===== config.mk =====
export PLATFORM = sky130hd
export DESIGN_NAME = dual_port_io_adapter
export DESIGN_NICKNAME = d
export VERILOG_FILES = /design/src/rtl/pio_pkg.sv /design/src/rtl/pio_edge_sync.sv /design/src/rtl/pio_port.sv /design/src/rtl/dual_port_io_adapter.sv
export SDC_FILE = /design/constraint.sdc
export NUM_CORES = 1
export LEC_CHECK = 0
export ABC_CLOCK_PERIOD_IN_PS = 1900
export BUFFER_PORTS_ARGS = -buffer_cell sky130_fd_sc_hd__buf_2
export CAP_MARGIN = 15
export CELL_PAD_IN_SITES_DETAIL_PLACEMENT = 1
export CELL_PAD_IN_SITES_GLOBAL_PLACEMENT = 1
export CORE_MARGIN = 8
export CORE_UTILIZATION = 39
export CTS_CLUSTER_DIAMETER = 200
export CTS_CLUSTER_SIZE = 24
export DETAILED_ROUTE_END_ITERATION = 10
export PLACE_DENSITY = 0.86
export SETUP_SLACK_MARGIN = 0.1
export SYNTH_ARGS = -nofsm -noshare
export SYNTH_HDL_FRONTEND = slang
export SYNTH_HIERARCHICAL = 1
export SYNTH_SLANG_ARGS = --single-unit

===== constraint.sdc =====
create_clock -name clk -period 1.9 [get_ports clk]
set_clock_uncertainty 0.15 [all_clocks]
set_input_delay 0.19 -clock clk [delete_from_list [all_inputs] [get_ports clk]]
set_output_delay 0.19 -clock clk [all_outputs]
set_load 0.1 [all_outputs]

===== src/rtl/pio_pkg.sv =====
package pio_pkg;

    localparam int PORT_W   = 8;
    localparam int NPORTS   = 2;
    localparam int SEL_W    = 2;

    localparam int BIT_IEN   = 0;
    localparam int BIT_ROUTE = 2;
    localparam int BIT_LINE  = 3;

    typedef enum logic [SEL_W-1:0] {
        SEL_DATA_A = 2'd0,
        SEL_DATA_B = 2'd1,
        SEL_CTRL_A = 2'd2,
        SEL_CTRL_B = 2'd3
    } reg_sel_e;

    typedef struct packed {
        logic line;
        logic route;
        logic ien;
    } ctrl_t;

    localparam ctrl_t CTRL_RESET = '{line: 1'b1, route: 1'b0, ien: 1'b0};

    function automatic ctrl_t ctrl_from_byte(input logic [7:0] b);
        ctrl_t c;
        c.line  = b[BIT_LINE];
        c.route = b[BIT_ROUTE];
        c.ien   = b[BIT_IEN];
        return c;
    endfunction

    function automatic logic [7:0] ctrl_to_byte(input ctrl_t c, input logic status);
        return {status, 1'b0, 2'b11, c.line, c.route, 1'b0, c.ien};
    endfunction

    function automatic logic [PORT_W-1:0] merge_pins(
        input logic [PORT_W-1:0] pins,
        input logic [PORT_W-1:0] latch,
        input logic [PORT_W-1:0] dir
    );
        return (pins & ~dir) | (latch & dir);
    endfunction

endpackage


===== src/rtl/pio_edge_sync.sv =====
module pio_edge_sync #(
    parameter int STAGES = 2
) (
    input  logic clk,
    input  logic rst,
    input  logic din,
    output logic fall
);
    logic [STAGES:0] chain_q;

    always_ff @(posedge clk) begin
        if (rst) begin
            chain_q <= '1;
        end else begin
            chain_q <= {chain_q[STAGES-1:0], din};
        end
    end

    // chain_q[STAGES-1] is the synchronized level, chain_q[STAGES] its previous value
    assign fall = chain_q[STAGES] & ~chain_q[STAGES-1];
endmodule


===== src/rtl/pio_port.sv =====
module pio_port
    import pio_pkg::*;
#(
    parameter int W = PORT_W
) (
    input  logic         clk,
    input  logic         rst,
    input  logic         wr_data,
    input  logic         wr_ctrl,
    input  logic         rd_data,
    input  logic [7:0]   wdata,
    input  logic [W-1:0] pin_in,
    input  logic         edge_fall,
    output logic [W-1:0] pin_out,
    output logic [W-1:0] pin_oe,
    output logic [W-1:0] data_view,
    output logic [7:0]   ctrl_view,
    output logic         status,
    output logic         ien,
    output logic         route,
    output logic         line
);
    ctrl_t         ctrl_q;
    logic [W-1:0]  latch_q;
    logic [W-1:0]  dir_q;
    logic          status_q;
    logic          clear_req;

    always_ff @(posedge clk) begin
        if (rst) begin
            ctrl_q  <= CTRL_RESET;
            latch_q <= '0;
            dir_q   <= '0;
        end else begin
            if (wr_ctrl) begin
                ctrl_q <= ctrl_from_byte(wdata);
            end
            if (wr_data) begin
                if (ctrl_q.route) begin
                    latch_q <= wdata[W-1:0];
                end else begin
                    dir_q <= wdata[W-1:0];
                end
            end
        end
    end

    assign clear_req = rd_data & ctrl_q.route;

    always_ff @(posedge clk) begin
        if (rst) begin
            status_q <= 1'b0;
        end else if (edge_fall) begin
            status_q <= 1'b1;
        end else if (clear_req) begin
            status_q <= 1'b0;
        end
    end

    assign pin_out   = latch_q;
    assign pin_oe    = dir_q;
    assign data_view = ctrl_q.route ? merge_pins(pin_in, latch_q, dir_q) : dir_q;
    assign ctrl_view = ctrl_to_byte(ctrl_q, status_q);
    assign status    = status_q;
    assign ien       = ctrl_q.ien;
    assign route     = ctrl_q.route;
    assign line      = ctrl_q.line;
endmodule


===== src/rtl/dual_port_io_adapter.sv =====
module dual_port_io_adapter
    import pio_pkg::*;
#(
    parameter int SYNC_STAGES = 2
) (
    input  logic              clk,
    input  logic              rst,
    input  logic [SEL_W-1:0]  sel,
    input  logic              wr_en,
    input  logic              rd_en,
    input  logic [7:0]        wdata,
    output logic [7:0]        rdata,
    input  logic [PORT_W-1:0] pa_in,
    output logic [PORT_W-1:0] pa_out,
    output logic [PORT_W-1:0] pa_oe,
    input  logic [PORT_W-1:0] pb_in,
    output logic [PORT_W-1:0] pb_out,
    output logic [PORT_W-1:0] pb_oe,
    input  logic              int_line_a,
    input  logic              int_line_b,
    output logic              ctl_a,
    output logic              ctl_b,
    output logic              irq
);
    logic [NPORTS-1:0][PORT_W-1:0] pin_in_v, pin_out_v, pin_oe_v, data_v;
    logic [NPORTS-1:0][7:0]        ctrl_v;
    logic [NPORTS-1:0]             line_in_v, fall_v, status_v, ien_v, route_v, line_v;
    logic [NPORTS-1:0]             wr_data_v, wr_ctrl_v, rd_data_v;

    assign pin_in_v  = {pb_in, pa_in};
    assign line_in_v = {int_line_b, int_line_a};

    for (genvar p = 0; p < NPORTS; p++) begin : g_port
        // sel[0] picks the port, sel[1] picks control vs data
        assign wr_data_v[p] = wr_en & ~sel[1] & (sel[0] == p[0]);
        assign wr_ctrl_v[p] = wr_en &  sel[1] & (sel[0] == p[0]);
        assign rd_data_v[p] = rd_en & ~sel[1] & (sel[0] == p[0]);

        pio_edge_sync #(.STAGES(SYNC_STAGES)) u_sync (
            .clk  (clk),
            .rst  (rst),
            .din  (line_in_v[p]),
            .fall (fall_v[p])
        );

        pio_port #(.W(PORT_W)) u_port (
            .clk       (clk),
            .rst       (rst),
            .wr_data   (wr_data_v[p]),
            .wr_ctrl   (wr_ctrl_v[p]),
            .rd_data   (rd_data_v[p]),
            .wdata     (wdata),
            .pin_in    (pin_in_v[p]),
            .edge_fall (fall_v[p]),
            .pin_out   (pin_out_v[p]),
            .pin_oe    (pin_oe_v[p]),
            .data_view (data_v[p]),
            .ctrl_view (ctrl_v[p]),
            .status    (status_v[p]),
            .ien       (ien_v[p]),
            .route     (route_v[p]),
            .line      (line_v[p])
        );
    end

    always_comb begin
        unique case (reg_sel_e'(sel))
            SEL_DATA_A: rdata = data_v[0];
            SEL_DATA_B: rdata = data_v[1];
            SEL_CTRL_A: rdata = ctrl_v[0];
            default:    rdata = ctrl_v[1];
        endcase
    end

    assign pa_out = pin_out_v[0];
    assign pa_oe  = pin_oe_v[0];
    assign pb_out = pin_out_v[1];
    assign pb_oe  = pin_oe_v[1];
    assign ctl_a  = line_v[0];
    assign ctl_b  = line_v[1];
    assign irq    = |(status_v & ien_v);
endmodule


* Yosys cells after proc, flatten, opt, wreduce, memory -nomap -nowiden
Index checks and enable logic that the tools add are counted.
** Storage, ports and cells
- Flip-flop bits (word level) :: 46
- Output and inout port bits :: 43
** Cells by class
- Equal/unequal tests :: 2
- Mux-type cells :: 7
- Bitwise logic cells :: 28
- Reductions and logical operators :: 8
** Operators with widths (number)
- bitwise AND 8 bit :: 4
- case mux 8 bit (3 select lines) :: 1
- 2-to-1 mux 8 bit :: 2
- inverter 8 bit :: 2
- OR 8 bit :: 2
- bitwise AND 1 bit :: 13
- AND reduction 2 bit :: 4
- inverter 1 bit :: 6
- 2-to-1 mux 1 bit :: 4
- nonzero test 2 bit :: 2
- bitwise AND 2 bit :: 1
- == test 2 x 1 -> 1 bit, second input constant :: 1
- == test 2 bit, second input constant :: 1
- zero test 2 bit :: 1
- OR reduction 2 bit :: 1

* Logic depth before layout (Yosys ltp)
Gate-level depths: netlist of run 1.
- Depth after elaboration :: 6
- Depth in mapped cells :: 6
- Gate-level depth less buffers :: 3

* By module
The synthesis of run 1 kept the hierarchy.
** Modules (own cells, without submodules)
- pio_port :: times used 2, cells each 115, area each 1043.5 um2, seq. area each 400.4 um2
- dual_port_io_adapter :: times used 1, cells each 18, area each 282.8 um2, seq. area each 0.0 um2
- pio_edge_sync :: times used 2, cells each 7, area each 85.1 um2, seq. area each 60.1 um2

* Worst setup path after synthesis of run 1
No wires, ideal clock.
- Path kind :: register -> output
- From :: register g_port[1].u_port.dir_q[4]
- To :: output rdata[4]
- Arrival :: 2.076 ns
- Path slack :: -0.516 ns
- Cell stages (with the launch flop) :: 3
- Path buffers :: 0
- Cells stage by stage :: dfxtp_1 > a31oi_1 > mux4_1
** RTL lines
- start: declaration :: line pio_port.sv:25 : logic [W-1:0] dir_q;
- start signal: assignment :: line pio_port.sv:42 : dir_q <= wdata[W-1:0];
- end: declaration :: line dual_port_io_adapter.sv:12 : output logic [7:0] rdata,

==> results of run 1 <==
==> cells by family (layout without fill, tap and decap cells) <==
family / count (synthesis) / in the layout / share of synthesized area
multiplexers: 44 / 44 / 0.219
AO/OA/AOI/OAI: 37 / 37 / 0.0882
other: 4 / 8 / 0.00591
AND/OR/NAND/NOR: 78 / 78 / 0.190
buffers and inverters: 53 / 113 / 0.134
flip-flops: 46 / 46 / 0.363
==> metal layers <==
layer  part of all wire  wire length, µm  vias to the layer above
li1                   -                -                      983
met1               0.40             3000                     1016
met5                  0                0                        -
met4              0.022              166                        0
met3              0.065              493                       14
met2               0.52             3910                       61
==> cell usage after synthesis <==
cell type / instances / area share
a31oi_1: 16 / 0.039
nor2b_1: 6 / 0.015
a21oi_1: 16 / 0.032
inv_1: 18 / 0.027
buf_6: 7 / 0.031
dfxtp_1: 46 / 0.36
mux4_1: 4 / 0.041
conb_1: 4 / 0.0059
and3_1: 1 / 0.0025
buf_8: 1 / 0.0059
nor2_1: 6 / 0.0089
mux4_2: 4 / 0.035
and3b_1: 3 / 0.010
buf_2: 9 / 0.018
a211o_1: 2 / 0.0069
a311oi_1: 2 / 0.0069
mux2i_1: 36 / 0.14
a22o_1: 1 / 0.0034
or2_1: 6 / 0.015
nand2_2: 2 / 0.0049
and2_1: 2 / 0.0049
buf_4: 18 / 0.053
nor3b_1: 2 / 0.0059
nand2b_1: 50 / 0.12
==> sequential cells by signal (all words and copies together) (netlist names) <==
signal / count
g_port.u_port/line: 2
g_port.u_port/ien: 2
g_port.u_port/status: 2
g_port.u_port/route: 2
g_port.u_sync/chain_q: 6
g_port.u_port/pin_oe: 16
g_port.u_port/pin_out: 16
==> per-stage QoR <==
step | setup WS [ps] | cell area [µm²]
after global placement | 126 | 2970
after global routing | -198 | 3340
after CTS | -121 | 3200
after detailed placement | 94.9 | 2970
final | -150 | 3340
after floorplan | 31.5 | 2650
==> where the power goes <==
group / switching, µW / total, µW / internal (µW)
clock: 337 / 704 / 368
combinational: 361 / 554 / 193
sequential: 27.6 / 992 / 964
total: 725 / 2250 / 1530
==> how the worst min path moves through the flow <==
stage	start	to	slack (ps)	depth (start not counted)
5_1_grt	wdata[4]	g_port[0].u_port/pin_out[4]$_SDFFE_PP0P_	50	3
3_3_place_gp	int_line_a	g_port[0].u_sync/chain_q[0]$_SDFF_PP1_	220	2
3_5_place_dp	int_line_a	g_port[0].u_sync/chain_q[0]$_SDFF_PP1_	220	2
2_1_floorplan	rst	g_port[0].u_sync/chain_q[0]$_SDFF_PP1_	140	1
4_1_cts	wdata[4]	g_port[0].u_port/pin_out[4]$_SDFFE_PP0P_	30	3
6_report	wdata[4]	g_port[0].u_port/pin_out[4]$_SDFFE_PP0P_	40	3
==> final cells by class <==
type / count / area share
multi-input combinational: 167 / 0.414
sequential: 46 / 0.308
timing repair buffer: 87 / 0.195
clock buffer: 8 / 0.0330
tap: 77 / 0.0289
inverter: 18 / 0.0203
==> placed cells by master (no fill, tap or decap), types with 2 or more instances in the layout <==
master / netlist / final
buf_2: 9 / 66
mux2i_1: 36 / 36
a211o_1: 2 / 2
dfxtp_2: 0 / 11
and2_1: 2 / 2
buf_4: 18 / 3
buf_12: 0 / 11
clkbuf_8: 0 / 8
nor2b_1: 6 / 6
buf_6: 7 / 3
dfxtp_1: 46 / 10
nand2b_1: 50 / 50
dfxtp_4: 0 / 25
mux4_2: 4 / 8
nor2_1: 6 / 6
and3b_1: 3 / 3
a21oi_2: 0 / 13
nand2_2: 2 / 2
a21oi_4: 0 / 3
or2_1: 6 / 6
dlygate4sd3_1: 0 / 3
a31oi_1: 16 / 14
a311oi_1: 2 / 2
conb_1: 4 / 8
inv_1: 18 / 18
nor3b_1: 2 / 2
==> worst max-delay path, cell delays in order (launching register included) <==
cell	delay, ps
dfxtp_4	380
buf_4	140
a21oi_2	100
a31oi_1	70
mux4_2	530
buf_12	190
==> repair_timing <==
action | 4_1_cts | 5_1_grt
setup buffers | 5 | 3
hold buffers | 3 | 0
pin swaps | 1 | 1
gates cloned | 0 | 0
endpoints found under the setup margin | 8 | 8
gates resized for setup | 11 | 17
endpoints found under the hold margin | 4 | 0
==> results by group, run 1 <==
Worst setup path
  • CP Launch Point: g_port[1].u_port/route$_SDFFE_PP0P_
  • Setup crit end: rdata[7]
  • WP data required: 1560 ps
  • Crit path kind: reg2out
  • Biggest fanout along the worst timing path: 4
  • Type of origin of the critical path: register
  • R2r setup slk: 570 ps
  • WP data arrival: 1710 ps
  • Crit end category: output pin
  • R2R cell count: 3
  • Worst reg2reg endpoint: g_port[1].u_port/pin_out[6]$_SDFFE_PP0P_
  • Reg-to-reg startpoint: g_port[1].u_port/route$_SDFFE_PP0P_

Finish
  • Multi-input logic area: 1380 µm²
  • Register area: 1030 µm²
  • Nets: 357
  • Ant. Diodes: 0
  • Fraction of layout cells with a size suffix above 1: 0.479
  • Post-layout util: 0.528
  • P&R area growth vs syn: 31.3%
  • Number of fillers in the final layout: 706
  • Cell Count, Final, Fillers Out: 403

Place
  • Cell total after placement: 384
  • Buffers added on ports: 74
  • GPL Wtd Cong: 0.806
  • Hpwl dp: 5.40 mm

Floorplanning
  • Chip height: 96.7 µm
  • Initial Util: 0.402
  • I/O pin cnt: 75
  • Die width: 96.7 µm
  • Core Footprint: 6310 µm²
  • DIE AREA: 9350 µm²
  • FP Rows: 29

Job
  • Max Cap Violations: 0

Power and ir drop
  • Max rail drop VDD: 450 µV
  • Power per Cell Area: 674 nW/µm²
  • Pleak: 0.00143 µW
  • Design Power: 2250 µW

Routing
  • Via count: 2074
  • Residual DRC: 0
  • Pre-antenna DRT Iters: 4
  • DR iter-0 viols: 57
  • Drt total wl: 7.57 mm
  • DR WL/cell: 18.8 µm
  • Final ANT Viol Nets: 0
  • Vias/cell: 5.15

Clock network
  • Clk buf depth: 2
  • Root buffer cell: clkbuf_8
  • Worst skew pair latency: 300 ps
  • CTS tree: done
  • Clock sink total: 46
  • H-tree depth: 2
  • CTS Buf Count: 5
  • Clk slew on worst S/H paths: 90 ps

Yosys
  • Ys Warns: 6
  • Distinct cells, synth: 24
  • Syn Area/Cell: 9.69 µm²
  • Sequential area share after synthesis: 0.363
  • Mapped Cells: 262
  • Syn Std Cell Area: 2540 µm²
  • Yosys reg bits: 46

Global route
  • Initial antenna violation count: 0
  • Global route hottest layer: met2
  • M3 GR Usage: 0.0526
  • Largest net degree at the start of global routing: 63
  • GRT met1 Usage: 0.155
  • Total grt overflow: 0
  • First-pass GRT wire length: 11.4 mm
  • Met2 Use GR: 0.273
  • Gr usage total: 0.151
  • Vias in the first global route: 2320

STA
  • Setup TNS: -966 ps
  • Fmax: 488 MHz
  • Crit share post-route: 1.08
  • Worst-margin pin slew: 780 ps
  • Final hold vios: 0
  • Final Worst Setup Slack: -150 ps
  • Max-slew violations: 0
  • Slew HR: 0.480
  • RSZ-0062 raised after global routing: yes
  • Worst hold margin: 38.2 ps
  • Min Tclk post-route: 2050 ps
  • Final setup viols: 8

Run status
  • Outcome: finished, violations left
  • Failing checks: setup timing

Hold path
  • Tightest Hold Check Type: in2reg
(Power assumes the default switching activity.)
==> run 2: changes to the inputs <==
--- a/config.mk
+++ b/config.mk
@@ -17,6 +17,7 @@
 export DETAILED_ROUTE_END_ITERATION = 10
 export PLACE_DENSITY = 0.86
 export SETUP_SLACK_MARGIN = 0.1
+export SKIP_LAST_GASP = 1
 export SYNTH_ARGS = -nofsm -noshare
 export SYNTH_HDL_FRONTEND = slang
 export SYNTH_HIERARCHICAL = 1
==> run 2 against run 1 <==
The flow still finishes with violations (setup timing). Critical path type unchanged. Total power unchanged. Highest routed layer unchanged. Register-to-register slack about the same. Via count unchanged. Routed wire length unchanged. Sequential share of layout area unchanged. Hold slack unchanged.
==> results by group, run 2 (synthesis results as in run 1) <==
Place
  • Cell total after placement: 384
  • Hpwl dp: 5.40 mm
  • Pre-CTS WS: 94.9 ps
  • Buffers added on ports: 74
  • GPL Wtd Cong: 0.806

Global route
  • Total grt overflow: 0
  • First-pass GRT wire length: 11.4 mm
  • Initial antenna violation count: 0
  • Gr usage total: 0.151
  • Vias in the first global route: 2320
  • Largest net degree at the start of global routing: 63

Floorplanning
  • FP Rows: 29
  • Core Footprint: 6310 µm²
  • I/O pin cnt: 75
  • DIE AREA: 9350 µm²
  • Die width: 96.7 µm
  • Chip height: 96.7 µm
  • Initial Util: 0.402

Worst setup path
  • Crit end category: output pin
  • WP data required: 1560 ps
  • Type of origin of the critical path: register
  • CP max-delay cell: mux4_2
  • CP cell instances: buf_4, a21oi_2, a31oi_1, mux4_2, buf_12
  • Crit path kind: reg2out
  • R2R cell count: 3
  • R2r setup slk: 570 ps
  • Worst reg2reg endpoint: g_port[1].u_port/pin_out[6]$_SDFFE_PP0P_
  • Biggest fanout along the worst timing path: 4
  • Slowest stage delay, CP: 530 ps
  • Reg-to-reg startpoint: g_port[1].u_port/route$_SDFFE_PP0P_
  • WP data arrival: 1710 ps

Clock network
  • Clk buf depth: 2
  • CTS Buf Count: 5
  • Root buffer cell: clkbuf_8
  • Worst skew pair latency: 300 ps
  • H-tree depth: 2
  • Clk slew on worst S/H paths: 90 ps
  • Clock sink total: 46
  • CTS tree: done

STA
  • Max-slew violations: 0
  • Worst-margin pin slew: 780 ps
  • Final hold vios: 0
  • RSZ-0062 raised after global routing: yes
  • Crit share post-route: 1.08
  • Min Tclk post-route: 2050 ps
  • Fmax: 488 MHz
  • Slew HR: 0.480
  • Final setup viols: 8
  • Final Worst Setup Slack: -150 ps

Hold path
  • Min-delay src: wdata[4]
  • Tightest Hold Check Type: in2reg
  • Hold endpoint: g_port[0].u_port/pin_out[4]$_SDFFE_PP0P_
  • Hold path cells: 3

Routing
  • Final ANT Viol Nets: 0
  • Residual DRC: 0
  • Via count: 2074
  • Drt total wl: 7.57 mm
  • DR WL/cell: 18.8 µm
  • Pre-antenna DRT Iters: 4
  • Vias/cell: 5.15
  • DR iter-0 viols: 56

Finish
  • Cell Count, Final, Fillers Out: 403
  • Post-layout util: 0.528
  • Nets: 357
  • Ant. Diodes: 0
  • Most common cell after layout, fill and taps aside: buf_2
  • P&R area growth vs syn: 31.3%
  • Fraction of layout cells with a size suffix above 1: 0.479
  • Commonest non-fill, non-tap cells in the layout: buf_2, nand2b_1, mux2i_1

Power and ir drop
  • Pleak: 0.00143 µW
  • Design Power: 2250 µW
  • Max rail drop VDD: 450 µV
  • Power per Cell Area: 674 nW/µm²

Run status
  • Outcome: finished, violations left
  • Failing checks: setup timing

Job
  • Max Cap Violations: 0
## run 2: final cells by class
cell class | count | area (µm²)
fillers | 706 | 2980
well taps | 77 | 96.3
inverters | 18 | 67.6
clock buffers | 8 | 110
multi-input cells | 167 | 1380
flip-flops and latches | 46 | 1030
repair buffers | 87 | 652
## run 2: how the worst max path moves through the flow
stage                                                        from       end  slack, ps  cells past startpoint
after floorplan           g_port[1].u_port/pin_oe[4]$_SDFFE_PP0P_  rdata[4]         30                      2
after global placement        g_port[0].u_port/route$_SDFFE_PP0P_  rdata[0]        130                      3
after detailed placement      g_port[0].u_port/route$_SDFFE_PP0P_  rdata[4]         90                      3
after CTS                     g_port[1].u_port/route$_SDFFE_PP0P_  rdata[0]       -120                      5
after global routing          g_port[0].u_port/route$_SDFFE_PP0P_  rdata[7]       -200                      5
final                         g_port[1].u_port/route$_SDFFE_PP0P_  rdata[7]       -150                      5
## run 2: power breakdown
part | switching [µW] | internal, µW
clock | 337 | 368
combinational | 361 | 193
sequential | 27.6 | 964
## run 2: critical path: cells and delay by family, from the launching register on
family	cells	cell delay, ps
AOI/OAI and AO/OA	2	170
buffers and inverters	2	330
muxes	1	530
DFF	1	380
## run 2: stage by stage
| stage | hold WS, ps | TNS, ps | instance area [µm²] |
|---|---|---|---|
| after global placement | 220 | 0 | 2970 |
| after CTS | 34.4 | -925 | 3200 |
| after floorplan | 137 | 0 | 2650 |
| final | 38.2 | -966 | 3340 |
| after detailed placement | 223 | 0 | 2970 |
| after global routing | 47.5 | -1390 | 3340 |
## run 2: what timing repair did
action,in CTS,in global routing
endpoints found under the hold margin,4,0
pin swaps,1,1
gates resized for setup,11,17
hold buffers,3,0
setup buffers,5,3
endpoints found under the setup margin,8,8
## run 2: layer usage
metal | vias up | GRT usage | share of wire
met4 | 0 | 0.0568 | 0.022
met5 | - | 0 | 0
met1 | 1016 | 0.155 | 0.40
li1 | 983 | - | -
met2 | 61 | 0.273 | 0.52
met3 | 14 | 0.0526 | 0.065
